File: src/rtl/sys_cfg_pkg.sv
package sys_cfg_pkg;
   localparam int DATA_W        = 32;
   localparam int CODE_W        = 4;
   localparam int LINES_PER_REG = 4;
   localparam int NUM_PORTS     = 6;
   localparam int REMAP_W       = 2;

   localparam int OFF_REMAP     = 'h00;
   localparam int OFF_PMODE     = 'h04;
   localparam int OFF_SRC_BASE  = 'h08;
   localparam int OFF_COMP      = 'h20;
   localparam int REG_STRIDE    = 4;

   localparam int PMODE_BIT     = 16;
   localparam int COMP_EN_BIT   = 0;
   localparam int COMP_RDY_BIT  = 8;
   localparam int SRC_FIELD_W   = LINES_PER_REG * CODE_W;

   typedef enum logic [CODE_W-1:0] {
      SRC_A = 4'd0,
      SRC_B = 4'd1,
      SRC_C = 4'd2,
      SRC_D = 4'd3,
      SRC_E = 4'd4,
      SRC_H = 4'd7
   } src_code_e;

   function automatic logic code_valid(input logic [CODE_W-1:0] c);
      return (c <= 4'd4) || (c == 4'd7);
   endfunction
endpackage

File: src/rtl/sys_cfg_line_mux.sv
module sys_cfg_line_mux
   import sys_cfg_pkg::*;
(
   input  logic [CODE_W-1:0]    code,
   input  logic [NUM_PORTS-1:0] pins,
   output logic                 line
);
   // pins holds one pin of a single index taken from each port slot,
   // so whatever the code, the line never sees a pin of another index.
   always_comb begin
      line = 1'b0;
      case (code)
         SRC_A:   line = pins[0];
         SRC_B:   line = pins[1];
         SRC_C:   line = pins[2];
         SRC_D:   line = pins[3];
         SRC_E:   line = pins[4];
         SRC_H:   line = pins[5];
         default: line = 1'b0;
      endcase
   end
endmodule

File: src/rtl/sys_cfg_comp_ready.sv
module sys_cfg_comp_ready #(
   parameter int SYNC_STAGES = 2
) (
   input  logic clk,
   input  logic rst_n,
   input  logic enable,
   input  logic rdy_async,
   output logic ready
);
   if (SYNC_STAGES < 2) begin : g_bad_stages
      $error("sys_cfg_comp_ready: SYNC_STAGES must be at least 2");
   end

   logic [SYNC_STAGES-1:0] sync_q;

   always_ff @(posedge clk) begin
      if (!rst_n) sync_q <= '0;
      else        sync_q <= {sync_q[SYNC_STAGES-2:0], rdy_async};
   end

   // The gate sits after the synchroniser so that the flag drops in the
   // same cycle as the enable does.
   assign ready = enable & sync_q[SYNC_STAGES-1];

   assert_sync_latency_R9: assert property (@(posedge clk) disable iff (!rst_n)
      (enable && $past(enable) && ready) |-> $past(sync_q[SYNC_STAGES-2]))
      else $error("ready rose without a synchronised input");
endmodule

File: src/rtl/sys_cfg_bank.sv
module sys_cfg_bank
   import sys_cfg_pkg::*;
#(
   parameter int ADDR_W      = 8,
   parameter int NUM_LINES   = 16,
   parameter int SYNC_STAGES = 2
) (
   input  logic                           clk,
   input  logic                           rst_n,
   input  logic [REMAP_W-1:0]             boot_mode,
   input  logic [ADDR_W-1:0]              bus_addr,
   input  logic                           bus_we,
   input  logic [DATA_W-1:0]              bus_wdata,
   output logic [DATA_W-1:0]              bus_rdata,
   output logic [REMAP_W-1:0]             remap_sel,
   output logic                           periph_mode,
   input  logic [NUM_PORTS*NUM_LINES-1:0] port_pins,
   output logic [NUM_LINES-1:0]           irq_line,
   output logic                           comp_enable,
   input  logic                           comp_rdy_async,
   output logic                           comp_ready
);
   localparam int NUM_SRC_REGS = NUM_LINES / LINES_PER_REG;
   localparam int SRC_END      = OFF_SRC_BASE + REG_STRIDE * NUM_SRC_REGS;

   // ---------------- elaboration checks ----------------
   if (NUM_LINES % LINES_PER_REG != 0) begin : g_bad_lines
      $error("sys_cfg_bank: NUM_LINES must be a multiple of LINES_PER_REG");
   end
   if (SRC_END > OFF_COMP) begin : g_bad_map
      $error("sys_cfg_bank: source registers overlap the compensation register");
   end
   if ((1 << ADDR_W) <= OFF_COMP) begin : g_bad_addr
      $error("sys_cfg_bank: ADDR_W too narrow for the register map");
   end
   if (SRC_FIELD_W > PMODE_BIT) begin : g_bad_field
      $error("sys_cfg_bank: source fields would overrun reserved bits");
   end

   // ---------------- address decode ----------------
   logic                    hit_remap, hit_pmode, hit_comp;
   logic [NUM_SRC_REGS-1:0] hit_src;

   assign hit_remap = (bus_addr == ADDR_W'(OFF_REMAP));
   assign hit_pmode = (bus_addr == ADDR_W'(OFF_PMODE));
   assign hit_comp  = (bus_addr == ADDR_W'(OFF_COMP));

   for (genvar r = 0; r < NUM_SRC_REGS; r++) begin : g_src_dec
      assign hit_src[r] = (bus_addr == ADDR_W'(OFF_SRC_BASE + REG_STRIDE * r));
   end

   // ---------------- storage ----------------
   logic [REMAP_W-1:0]                remap_q;
   logic                              pmode_q;
   logic                              comp_en_q;
   logic [NUM_LINES-1:0][CODE_W-1:0]  src_code;

   always_ff @(posedge clk) begin
      if (!rst_n) begin
         remap_q   <= boot_mode;
         pmode_q   <= 1'b0;
         comp_en_q <= 1'b0;
         src_code  <= '0;
      end else if (bus_we) begin
         if (hit_remap) remap_q   <= bus_wdata[REMAP_W-1:0];
         if (hit_pmode) pmode_q   <= bus_wdata[PMODE_BIT];
         if (hit_comp)  comp_en_q <= bus_wdata[COMP_EN_BIT];
         for (int r = 0; r < NUM_SRC_REGS; r++) begin
            if (hit_src[r]) begin
               for (int k = 0; k < LINES_PER_REG; k++) begin
                  src_code[r*LINES_PER_REG + k] <= bus_wdata[k*CODE_W +: CODE_W];
               end
            end
         end
      end
   end

   logic unused_wdata;
   assign unused_wdata = ^bus_wdata;

   assign remap_sel   = remap_q;
   assign periph_mode = pmode_q;
   assign comp_enable = comp_en_q;

   // ---------------- compensation ready ----------------
   sys_cfg_comp_ready #(
      .SYNC_STAGES (SYNC_STAGES)
   ) i_comp_ready (
      .clk       (clk),
      .rst_n     (rst_n),
      .enable    (comp_en_q),
      .rdy_async (comp_rdy_async),
      .ready     (comp_ready)
   );

   // ---------------- interrupt line routing ----------------
   for (genvar x = 0; x < NUM_LINES; x++) begin : g_line
      logic [NUM_PORTS-1:0] column;
      for (genvar p = 0; p < NUM_PORTS; p++) begin : g_col
         assign column[p] = port_pins[p*NUM_LINES + x];
      end

      sys_cfg_line_mux i_mux (
         .code (src_code[x]),
         .pins (column),
         .line (irq_line[x])
      );

      assert_reserved_code_low_R5: assert property (@(posedge clk) disable iff (!rst_n)
         !code_valid(src_code[x]) |-> !irq_line[x])
         else $error("line driven by a reserved source code");
   end

   // ---------------- read path ----------------
   always_comb begin
      bus_rdata = '0;
      if (hit_remap) bus_rdata[REMAP_W-1:0] = remap_q;
      if (hit_pmode) bus_rdata[PMODE_BIT]   = pmode_q;
      if (hit_comp) begin
         bus_rdata[COMP_EN_BIT]  = comp_en_q;
         bus_rdata[COMP_RDY_BIT] = comp_ready;
      end
      for (int r = 0; r < NUM_SRC_REGS; r++) begin
         if (hit_src[r]) bus_rdata[SRC_FIELD_W-1:0] = src_code[r*LINES_PER_REG +: LINES_PER_REG];
      end
   end

   // ---------------- assertions ----------------
   assert_remap_boot_R2: assert property (@(posedge clk)
      $rose(rst_n) |-> (remap_sel == $past(boot_mode)))
      else $error("remap did not load boot pins");

   assert_pmode_write_R3: assert property (@(posedge clk) disable iff (!rst_n)
      (bus_we && hit_pmode) |=> (periph_mode == $past(bus_wdata[PMODE_BIT])))
      else $error("peripheral mode write lost");

   assert_comp_reserved_zero_R6: assert property (@(posedge clk) disable iff (!rst_n)
      hit_comp |-> ((bus_rdata & ~((32'd1 << COMP_RDY_BIT) | (32'd1 << COMP_EN_BIT))) == '0))
      else $error("reserved compensation bits read nonzero");

   assert_unmapped_zero_R7: assert property (@(posedge clk) disable iff (!rst_n)
      !(hit_remap || hit_pmode || hit_comp || (|hit_src)) |-> (bus_rdata == '0))
      else $error("unmapped address returned data");

   assert_ready_gated_R9: assert property (@(posedge clk) disable iff (!rst_n)
      !comp_enable |-> !comp_ready)
      else $error("ready flag set while disabled");

   assert_ready_drop_R10: assert property (@(posedge clk) disable iff (!rst_n)
      (bus_we && hit_comp && !bus_wdata[COMP_EN_BIT]) |=> !comp_ready)
      else $error("ready flag outlived its enable");
endmodule

File: config.mk
export PLATFORM = sky130hd
export DESIGN_NAME = sys_cfg_bank
export DESIGN_NICKNAME = d
export VERILOG_FILES = /design/src/rtl/sys_cfg_pkg.sv /design/src/rtl/sys_cfg_line_mux.sv /design/src/rtl/sys_cfg_comp_ready.sv /design/src/rtl/sys_cfg_bank.sv
export SDC_FILE = /design/constraint.sdc
export NUM_CORES = 1
export LEC_CHECK = 0
export BUFFER_PORTS_ARGS = -buffer_cell sky130_fd_sc_hd__buf_2
export CAP_MARGIN = 40
export CORE_ASPECT_RATIO = 1.5
export CORE_UTILIZATION = 43
export CTS_BUF_LIST = sky130_fd_sc_hd__clkbuf_4 sky130_fd_sc_hd__clkbuf_8 sky130_fd_sc_hd__clkbuf_16
export DETAILED_ROUTE_END_ITERATION = 8
export PLACE_DENSITY = 0.82
export SYNTH_ARGS = -nofsm -noshare
export SYNTH_HDL_FRONTEND = slang
export SYNTH_SLANG_ARGS = --single-unit
File: constraint.sdc
create_clock -name clk -period 1.5 [get_ports clk]
set_clock_uncertainty 0.05 [all_clocks]
set_input_delay 0.15 -clock clk [delete_from_list [all_inputs] [get_ports clk]]
set_output_delay 0.15 -clock clk [all_outputs]
set_load 0.05 [all_outputs]
==> results of run 1 <==
## through the flow
stage	utilization (%)	instance area (sq um)	TNS [ps]
floorplan	-	4500	-233
global placement	58.9	5520	-12010
detailed placement	58.9	5520	-15050
CTS	65.9	6160	-6440
global route	67.4	6310	-8090
finish	67.4	6310	-6680
## area by class of cell
cell class                 instances  area (sq um)
clock buffer                      13           262
clock inverter                     2          10.0
fill                             706          3060
inverter                           2          7.51
multi-input combinational        354          2910
sequential                        70          1460
tap                              112           140
timing repair buffer             213          1520
## worst max-delay path by stage
stage / end / depth (start not counted) / startpoint / slack (ps)
finish: irq_line[10] / 4 / src_code[40] / -280
global route: irq_line[10] / 4 / src_code[40] / -310
CTS: irq_line[10] / 4 / src_code[40] / -280
detailed placement: bus_rdata[0] / 8 / bus_addr[0] / -360
global placement: bus_rdata[0] / 8 / bus_addr[0] / -320
floorplan: bus_rdata[0] / 4 / remap_sel[0] / -70
## cell families (layout without fill, tap and decap cells)
| kind of cell | Yosys count | in the layout | share of synthesized area [%] |
|---|---|---|---|
| other cells | 1 | 15 | 0.0890 |
| flops | 70 | 70 | 33.7 |
| mux | 105 | 105 | 29.7 |
| buf+inv | 54 | 230 | 8.46 |
| simple gates | 187 | 187 | 19.8 |
| compound gates | 47 | 47 | 8.14 |
## power groups by stage
stage | Clock (mW) | Combinational, mW | Sequential, mW
floorplan | 0 | 0.429 | 1.94
global placement | 0 | 0.641 | 1.92
detailed placement | 0 | 0.660 | 1.92
CTS | 2.00 | 0.699 | 1.88
global route | 2.08 | 0.763 | 1.88
finish | 1.99 | 0.729 | 1.88
## cells in the final DEF (no fill, tap or decap), types with 2 or more instances in the layout
cell,Yosys,layout
buf_2,3,130
nand2_1,104,102
mux2i_1,88,86
buf_4,32,47
dfxtp_1,68,44
nor2_1,43,34
dfxtp_2,0,22
nand3_1,19,18
buf_6,4,18
mux4_2,16,16
conb_1,1,15
o22ai_4,0,14
a311oi_1,16,11
clkbuf_16,0,9
buf_8,0,8
buf_12,0,8
nor2_2,0,7
o21a_4,0,7
a311oi_2,0,5
nor2b_1,5,5
o21ai_0,4,4
nand3_4,2,3
clkbuf_4,0,3
nor2_4,0,2
nand2_8,0,2
mux2i_2,0,2
a21oi_2,0,2
inv_1,2,2
nand2_4,2,2
and2_1,3,2
clkinv_2,0,2
edfxtp_1,2,2
dfxtp_4,0,2
## state kept, by name, indices dropped and copies added (netlist names)
name and flops:
comp_enable 1, i_comp_ready.sync_q 2, periph_mode 1, remap_sel 2, src_code 64
## per-layer routing
metal  track usage, %  vias up
met1             26.1     2111
met4             18.1        0
li1                 -     1985
met3             4.34       58
met5                0        -
met2             49.6      182
## critical path, stage by stage, from the launching register on
cell and delay (ps):
dfxtp_4 360, mux4_2 360, nor2_4 40, a311oi_2 280, buf_6 210
## timing repair
item | 4_1_cts | 5_1_grt
endpoints found under the setup margin | 32 | 32
cloned | 1 | 0
endpoints found under the hold margin | 1 | 0
resized for setup | 108 | 31
hold buffers | 1 | 0
pin swaps | 12 | 15
==> impl_metrics.csv, run 1 <==
group,metric,value,unit
status,status,"finished with violations",
status,violations,"negative setup slack",
die,initial_core_util,45.0,%
die,dieHeight,123,microns
power_and_ir_drop,power,4.60,mW
worst_setup_path,reg2reg_depth,3,
global_route,grt_start_max_net_pins,46,
worst_setup_path,r2r-start,"src_code[56]",
placement,dp.cells,749,
hold_path,hold_path.class,"input port to register",
clocking,clockBufferDepth,2,
routing,top_layer,"met4",
hold_path,hold_path_end,"periph_mode",
global_route,grt_pass1_wl,20600,microns
clocking,cts_tree,"yes",
die,num_rows,43,
sta,finalCritPeriodShare,119,%
worst_setup_path,arrival,1580,ps
power_and_ir_drop,switching_share,26.8,%
worst_setup_path,rrSetupSlack,620,ps
power_and_ir_drop,irDropWorstVdd,0.643,mV
routing,wl_met3,604,microns
logic_synthesis,synthFlopType,"dfxtp_1",
logic_synthesis,ys_types,36,
worst_setup_path,cp-end-kind,"output port",
power_and_ir_drop,internal_power,3.37,mW
die,fp.coreArea,9360,sq um
sta,period_minus_slack,1780,ps
worst_setup_path,path_class,"register to output port",
routing,vias,4336,
logic_synthesis,yosysMostFrequentCell,"nand2_1",
logic_synthesis,synthArstFlopShare,0,%
clocking,clkLatencyLatePin,340,ps
routing,drtIter0Drc,387,
routing,remaining_drc_errors,0,
run,max_cap_violations,0,
placement,hpwl,9960,microns
placement,port_buffers,164,
die,ioPinCount,195,
placement,place_ws,-361,ps
worst_setup_path,cp.required,1300,ps
logic_synthesis,yosysWarnings,0,
logic_synthesis,synth_edf_count,2,
power_and_ir_drop,pwr-share-comb,15.8,%
global_route,overflow,0,
routing,wirelength,14000,microns
clocking,post-cts-setup-buffer-count,0,
global_route,track_usage,26.2,%
power_and_ir_drop,power-per-cell-area,730,nW/um^2
routing,wl_met2,7680,microns
cells_and_area,drive_gt1_share,49.2,%
cells_and_area,syn_to_final_growth,49.7,%
power_and_ir_drop,seqPwrFrac,40.9,%
global_route,antenna_found_initial,0,
power_and_ir_drop,clockPowerShare,43.3,%
hold_path,hold_depth,3,
clocking,clockRootBuffer,"clkbuf_16",
logic_synthesis,ys_seq_area_share,33.7,%
clocking,clkTransAtPathRegs,50,ps
die,die_area,10200,sq um
sta,fin_ws,-283,ps
worst_setup_path,timing.rr.end,"src_code[56]",
logic_synthesis,ys_seq_elements,70,
clocking,cts-htree-levels,3,
power_and_ir_drop,p_switching,1.24,mW
sta,hold_viol,0,
worst_setup_path,cp_max_fo,3,
logic_synthesis,syn-cell-area,4210,sq um
die,die_x,82.8,microns
sta,timing.final.max_slew_violations,0,
sta,max_freq,0.561,GHz
routing,drtAntennaViolNets,0,
logic_synthesis,synth.largest_area_cell,"dfxtp_1",
global_route,grt_pass1_vias,4272,
sta,rsz0062_at_grt,"true",
logic_synthesis,netlist_instances,464,
clocking,numCtsBuffers,9,
logic_synthesis,synth_top_area_share,32.3,%
routing,met1_length,5030,microns
power_and_ir_drop,p_leak,3.05,nW
hold_path,min_from,"bus_wdata[16]",
worst_setup_path,worstSetupStartpointType,"register",
logic_synthesis,synthTopCellsByArea,"dfxtp_1, mux2i_1, nand2_1, mux4_2, buf_4",
placement,gp_congestion,0.854,
routing,avgViaCountPerCell,5.66,
cells_and_area,instances_no_fill,766,
sta,worst_hold_slack,4.73,ps
routing,wire_per_inst,18.3,microns
cells_and_area,nets,792,
logic_synthesis,syn_avg_cell_area,9.08,sq um
sta,report.final.setup_viol,32,
clocking,clkSinkCount,70,
logic_synthesis,synthTopCellsByCount,"nand2_1, mux2i_1, dfxtp_1",
cells_and_area,n_antenna_cell,0,
routing,firstDrtPassIters,5,
No activity file was read; power rests on OpenSTA's default activity.
==> run 2: changes to the inputs <==
- GPL_TIMING_DRIVEN: unset -> 0
- SETUP_SLACK_MARGIN: unset -> 0.2
==> run 2 against run 1 <==
Register-to-register slack got worse by 60 ps. Largest power group unchanged. Non-clock buffer count grew 41. Setup slack got worse by 240 ps. Cell area up 9.7%. Highest routed layer unchanged. The run still ends with negative setup slack left. Count of clock-buffer cells in the layout unchanged. Via count increased by 16%. First-iteration DRC count is 42% higher. Routed wire length is 36% higher. Maximum frequency is 12% lower.
==> impl_metrics.csv, run 2 (synthesis results as in run 1) <==
group,metric,value,unit
status,status,"finished with violations",
status,violations,"negative setup slack",
sta,timing.final.max_slew_violations,0,
cells_and_area,fin_util,73.9,%
clocking,cts-htree-levels,3,
routing,wire_per_inst,23.5,microns
sta,period_minus_slack,2020,ps
routing,remaining_drc_errors,0,
die,dieHeight,123,microns
placement,hpwl,10600,microns
cells_and_area,nFillCells,574,
cells_and_area,final_cell_mix,"buf_2, nand2_1, mux2i_1, buf_4, dfxtp_1",
sta,rsz0062_at_grt,"true",
die,num_rows,43,
sta,fin_ws,-518,ps
die,die_x,82.8,microns
routing,avgViaCountPerCell,6.22,
worst_setup_path,cp-end-kind,"output port",
global_route,overflow,0,
sta,hold_viol,0,
routing,drtIter0Drc,550,
hold_path,hold_path.class,"input port to register",
sta,max_freq,0.495,GHz
worst_setup_path,cp.required,1300,ps
routing,drtAntennaViolNets,0,
die,fp.coreArea,9360,sq um
sta,report.final.setup_viol,59,
routing,wirelength,19100,microns
power_and_ir_drop,p_switching,1.37,mW
clocking,cts_tree,"yes",
cells_and_area,top_register,"src_code",
worst_setup_path,arrival,1820,ps
global_route,use_met2,58.0,%
clocking,numCtsBuffers,9,
cells_and_area,drive_gt1_share,55.5,%
clocking,clkSinkCount,70,
run,max_cap_violations,0,
clocking,clockBufferDepth,2,
die,ioPinCount,195,
placement,port_buffers,163,
power_and_ir_drop,p_leak,3.24,nW
die,die_area,10200,sq um
global_route,track_usage,32.3,%
global_route,antenna_found_initial,1,
power_and_ir_drop,power-per-cell-area,722,nW/um^2
clocking,clkLatencyLatePin,340,ps
global_route,grt_pass1_vias,4976,
worst_setup_path,cp_max_fo,2,
global_route,grt_start_max_net_pins,12,
sta,finalCritPeriodShare,135,%
global_route,grt.busiest_layer,"met2",
worst_setup_path,path_class,"register to output port",
cells_and_area,layout_commonest_cell,"buf_2",
cells_and_area,design_area,6920,sq um
power_and_ir_drop,switching_share,27.5,%
clocking,clockRootBuffer,"clkbuf_16",
power_and_ir_drop,seqPwrFrac,37.1,%
routing,firstDrtPassIters,5,
global_route,use_met3,5.07,%
worst_setup_path,worstSetupStartpointType,"register",
global_route,met1_usage,33.9,%
cells_and_area,nets,833,
routing,vias,5030,
power_and_ir_drop,clockPowerShare,45.3,%
sta,max-slew-margin-rel,52.9,%
clocking,clkTransAtPathRegs,70,ps
cells_and_area,largest_reg_flops,64,
sta,tightest_slew,706,ps
placement,place_area,5520,sq um
global_route,grt_pass1_wl,25100,microns
placement,place_ws,-636,ps
power_and_ir_drop,internal_power,3.62,mW
power_and_ir_drop,pwr-share-comb,17.6,%
cells_and_area,syn_to_final_growth,64.2,%
die,initial_core_util,45.0,%
placement,gp_congestion,0.847,
power_and_ir_drop,irDropWorstVdd,0.715,mV
run 2: cell count changes in the layout (fill, tap and decap cells not counted), moves of 7 or more:
cell / delta
buf_6: +21
buf_8: +9
dfxtp_2: -17
dfxtp_4: +15
mux2i_1: -12
mux2i_2: +12
nor2_1: -7
nor2_2: +8
run 2: path summary, 6_finish.rpt:
check        depth (start not counted)              startpoint  slack, ps                     end
min                                  3           bus_wdata[16]         40             periph_mode
min reg2reg                          1  i_comp_ready.sync_q[0]        400  i_comp_ready.sync_q[1]
max                                  5             src_code[0]       -520             irq_line[0]
max reg2reg                          3            src_code[16]        560            src_code[16]
run 2: cell type report:
cell class	count	area, sq um	area share (%)
diodes	1	2.50	0.0362
plain buffers	52	455	6.58
clock buffers	13	268	3.87
clock inverters	3	42.5	0.615
inverters	2	7.51	0.109
multi-input cells	354	3010	43.5
flip-flops and latches	70	1490	21.6
well taps	112	140	2.03
repair buffers	202	1500	21.7
run 2: layer usage:
metal | up-vias | wire length [microns]
li1 | 2069 | -
met1 | 2342 | 6290
met2 | 460 | 9320
met3 | 159 | 1780
met4 | 0 | 1670
met5 | - | 0
run 2: timing repair:
action                                  CTS  global route
endpoints found under the setup margin   81            87
setup buffers                            27             8
hold endpoints to repair                  1             0
gates cloned                              2             1
gates resized for setup                 148            64
hold buffers                              1             0
pin swaps                                17            16
run 2: per-stage QoR:
stage               TNS [ps]  power [mW]  cells  hold slack (ps)
floorplan               -533        2.37    478              227
global placement      -18780        2.62    753              318
detailed placement    -26050        2.64    753              317
CTS                    -7350        4.85    799             37.5
global route          -12750        5.11    809             85.0
finish                -10850        5.00    809             37.6
run 2: power groups by stage:
stage          Sequential [mW]  Clock (mW)  Combinational (mW)
4_1_cts                   1.86        2.19               0.802
5_1_grt                   1.86        2.35               0.913
6_report                  1.86        2.26               0.878
3_3_place_gp              1.92           0               0.696
3_5_place_dp              1.93           0               0.717
2_1_floorplan             1.94           0               0.433
run 2: critical path: stages, from the launching register on:
cell	delay, ps
dfxtp_4	380
mux4_2	550
nor2_2	140
a311oi_2	80
buf_4	170
buf_6	140
==> run 3: changes to the inputs <==
- MAX_ROUTING_LAYER: unset -> met4
==> run 3 against run 2 <==
The run still ends with negative setup slack left. Global-route usage rose by 0.86 points. Critical path depth increased by 1. Die area stayed put. Final cell count fell by 0.25%. Maximum frequency grew 2.5%. Setup slack improved by 50 ps. Largest cell class unchanged. Power is 0.65% lower. Combinational power shrank 0.9%. Largest power group unchanged. Sequential cell count unchanged.
==> impl_metrics.csv, run 3 (synthesis results as in run 1) <==
group,metric,value,unit
clocking,clkLatencyLatePin,340,ps
die,dieHeight,123,microns
routing,vias,4913,
clocking,cts-htree-levels,3,
global_route,track_usage,33.1,%
clocking,clkTransAtPathRegs,60,ps
power_and_ir_drop,switching_share,27.0,%
global_route,grt_start_max_net_pins,12,
routing,drtAntennaViolNets,0,
placement,hpwl,10600,microns
hold_path,hold_path.class,"input port to register",
sta,period_minus_slack,1970,ps
hold_path,min_from,"bus_wdata[16]",
sta,fin_ws,-468,ps
power_and_ir_drop,irDropWorstVdd,0.565,mV
worst_setup_path,path_class,"register to output port",
cells_and_area,ff_latch_area,1490,sq um
routing,wire_per_inst,22.2,microns
sta,hold_viol,0,
clocking,clockRootBuffer,"clkbuf_16",
clocking,cts_tree,"yes",
die,fp.coreArea,9360,sq um
placement,port_buffers,163,
sta,tightest_slew,749,ps
cells_and_area,syn_to_final_growth,63.2,%
sta,report.final.setup_viol,48,
global_route,antenna_found_initial,0,
power_and_ir_drop,power-per-cell-area,722,nW/um^2
die,ioPinCount,195,
run,max_cap_violations,0,
worst_setup_path,crit_chain,"buf_4 -> nor2_2 -> nand2_1 -> a311oi_2 -> buf_4 -> buf_6",
worst_setup_path,cp.required,1300,ps
routing,wirelength,17900,microns
cells_and_area,top_register,"src_code",
worst_setup_path,cp_max_fo,4,
cells_and_area,nets,832,
cells_and_area,drive_gt1_share,54.8,%
power_and_ir_drop,p_switching,1.34,mW
global_route,grt_pass1_vias,4984,
worst_setup_path,startpoint,"src_code[0]",
placement,place_area,5520,sq um
clocking,clkSinkCount,70,
clocking,clockBufferDepth,2,
worst_setup_path,cp-end-kind,"output port",
worst_setup_path,r2r-start,"src_code[58]",
worst_setup_path,crit_path_frequent_cell,"buf_4",
placement,gp_congestion,0.860,
routing,avgViaCountPerCell,6.09,
worst_setup_path,reg2reg_depth,2,
worst_setup_path,slowest_stage,"dfxtp_4",
sta,finalCritPeriodShare,131,%
cells_and_area,instances_no_fill,807,
sta,rsz0062_at_grt,"true",
worst_setup_path,arrival,1770,ps
die,initial_core_util,45.0,%
cells_and_area,multiInputGateArea,2980,sq um
status,violations,"negative setup slack",
cells_and_area,layout_commonest_cell,"buf_2",
worst_setup_path,rrSetupSlack,580,ps
cells_and_area,largest_reg_flops,64,
placement,dp.cells,753,
cells_and_area,design_area,6880,sq um
clocking,numCtsBuffers,9,
sta,max-slew-margin-rel,50.1,%
worst_setup_path,timing.rr.end,"src_code[58]",
power_and_ir_drop,pwr-share-comb,17.5,%
global_route,overflow,0,
worst_setup_path,worstSetupStartpointType,"register",
power_and_ir_drop,internal_power,3.62,mW
power_and_ir_drop,seqPwrFrac,37.4,%
hold_path,hold_depth,3,
cells_and_area,final_cell_mix,"buf_2, nand2_1, mux2i_1, buf_4, dfxtp_1",
global_route,grt_pass1_wl,25100,microns
status,status,"finished with violations",
routing,remaining_drc_errors,0,
routing,firstDrtPassIters,5,
die,num_rows,43,
worst_setup_path,max_stage_delay,360,ps
sta,timing.final.max_slew_violations,0,
power_and_ir_drop,clockPowerShare,45.1,%
die,die_area,10200,sq um
hold_path,hold_path_end,"periph_mode",
sta,max_freq,0.508,GHz
routing,drtIter0Drc,443,
die,die_x,82.8,microns
cells_and_area,n_antenna_cell,0,
power_and_ir_drop,p_leak,3.25,nW
cells_and_area,nFillCells,586,
-- run 3: how the worst max path moves through the flow --
| stage | cells after the start | to | slack [ps] |
|---|---|---|---|
| after CTS | 5 | irq_line[8] | -400 |
| final | 6 | irq_line[0] | -470 |
| after global placement | 6 | bus_rdata[5] | -550 |
| after global routing | 6 | irq_line[0] | -520 |
| after floorplan | 4 | bus_rdata[0] | -70 |
| after detailed placement | 7 | bus_rdata[13] | -640 |
-- run 3: routing by layer --
| metal | vias to the layer above | share of wire (%) | global-route usage (%) |
|---|---|---|---|
| met5 | - | 0 | - |
| met4 | 0 | 7.1 | 25.0 |
| met3 | 127 | 6.8 | 5.14 |
| met2 | 357 | 52 | 57.9 |
| met1 | 2358 | 34 | 33.6 |
| li1 | 2071 | - | - |
-- run 3: repair_timing --
action	CTS	global route
hold buffers	1	0
setup endpoints to repair	81	87
cloned	2	0
pin swaps	17	15
endpoints found under the hold margin	1	0
resized for setup	148	62
buffers inserted	27	8
-- run 3: power groups by stage --
stage / clock network [mW] / logic, mW / registers [mW]
4_1_cts: 2.19 / 0.802 / 1.86
3_5_place_dp: 0 / 0.717 / 1.93
3_3_place_gp: 0 / 0.696 / 1.92
6_report: 2.24 / 0.870 / 1.85
5_1_grt: 2.31 / 0.906 / 1.85
2_1_floorplan: 0 / 0.433 / 1.94
-- run 3: layout make-up --
type	count	share of cell area, %
Multi-Input combinational cell	354	43.4
Tap cell	112	2.04
Timing Repair Buffer	201	21.5
Clock buffer	13	3.89
Inverter	2	0.109
Buffer	52	6.75
Clock inverter	3	0.619
Sequential cell	70	21.7
-- run 3: critical path, delay by kind of cell (launching register included) --
| family | cells | cell delay (ps) |
|---|---|---|
| AO/OA/AOI/OAI | 1 | 340 |
| buffers and inverters | 3 | 480 |
| flip-flops | 1 | 360 |
| AND/OR/NAND/NOR | 2 | 250 |
-- run 3: per-stage QoR --
step / total power [mW] / hold WS [ps] / setup TNS (ps) / utilization (%) / setup slack, ps
after global routing: 5.07 / 99.5 / -11830 / 73.4 / -523
final: 4.96 / 39.3 / -9260 / 73.4 / -468
after detailed placement: 2.64 / 317 / -26050 / 59.0 / -636
after global placement: 2.62 / 318 / -18780 / 59.0 / -550
after CTS: 4.85 / 37.5 / -7350 / 70.4 / -404
after floorplan: 2.37 / 227 / -533 / - / -74.7
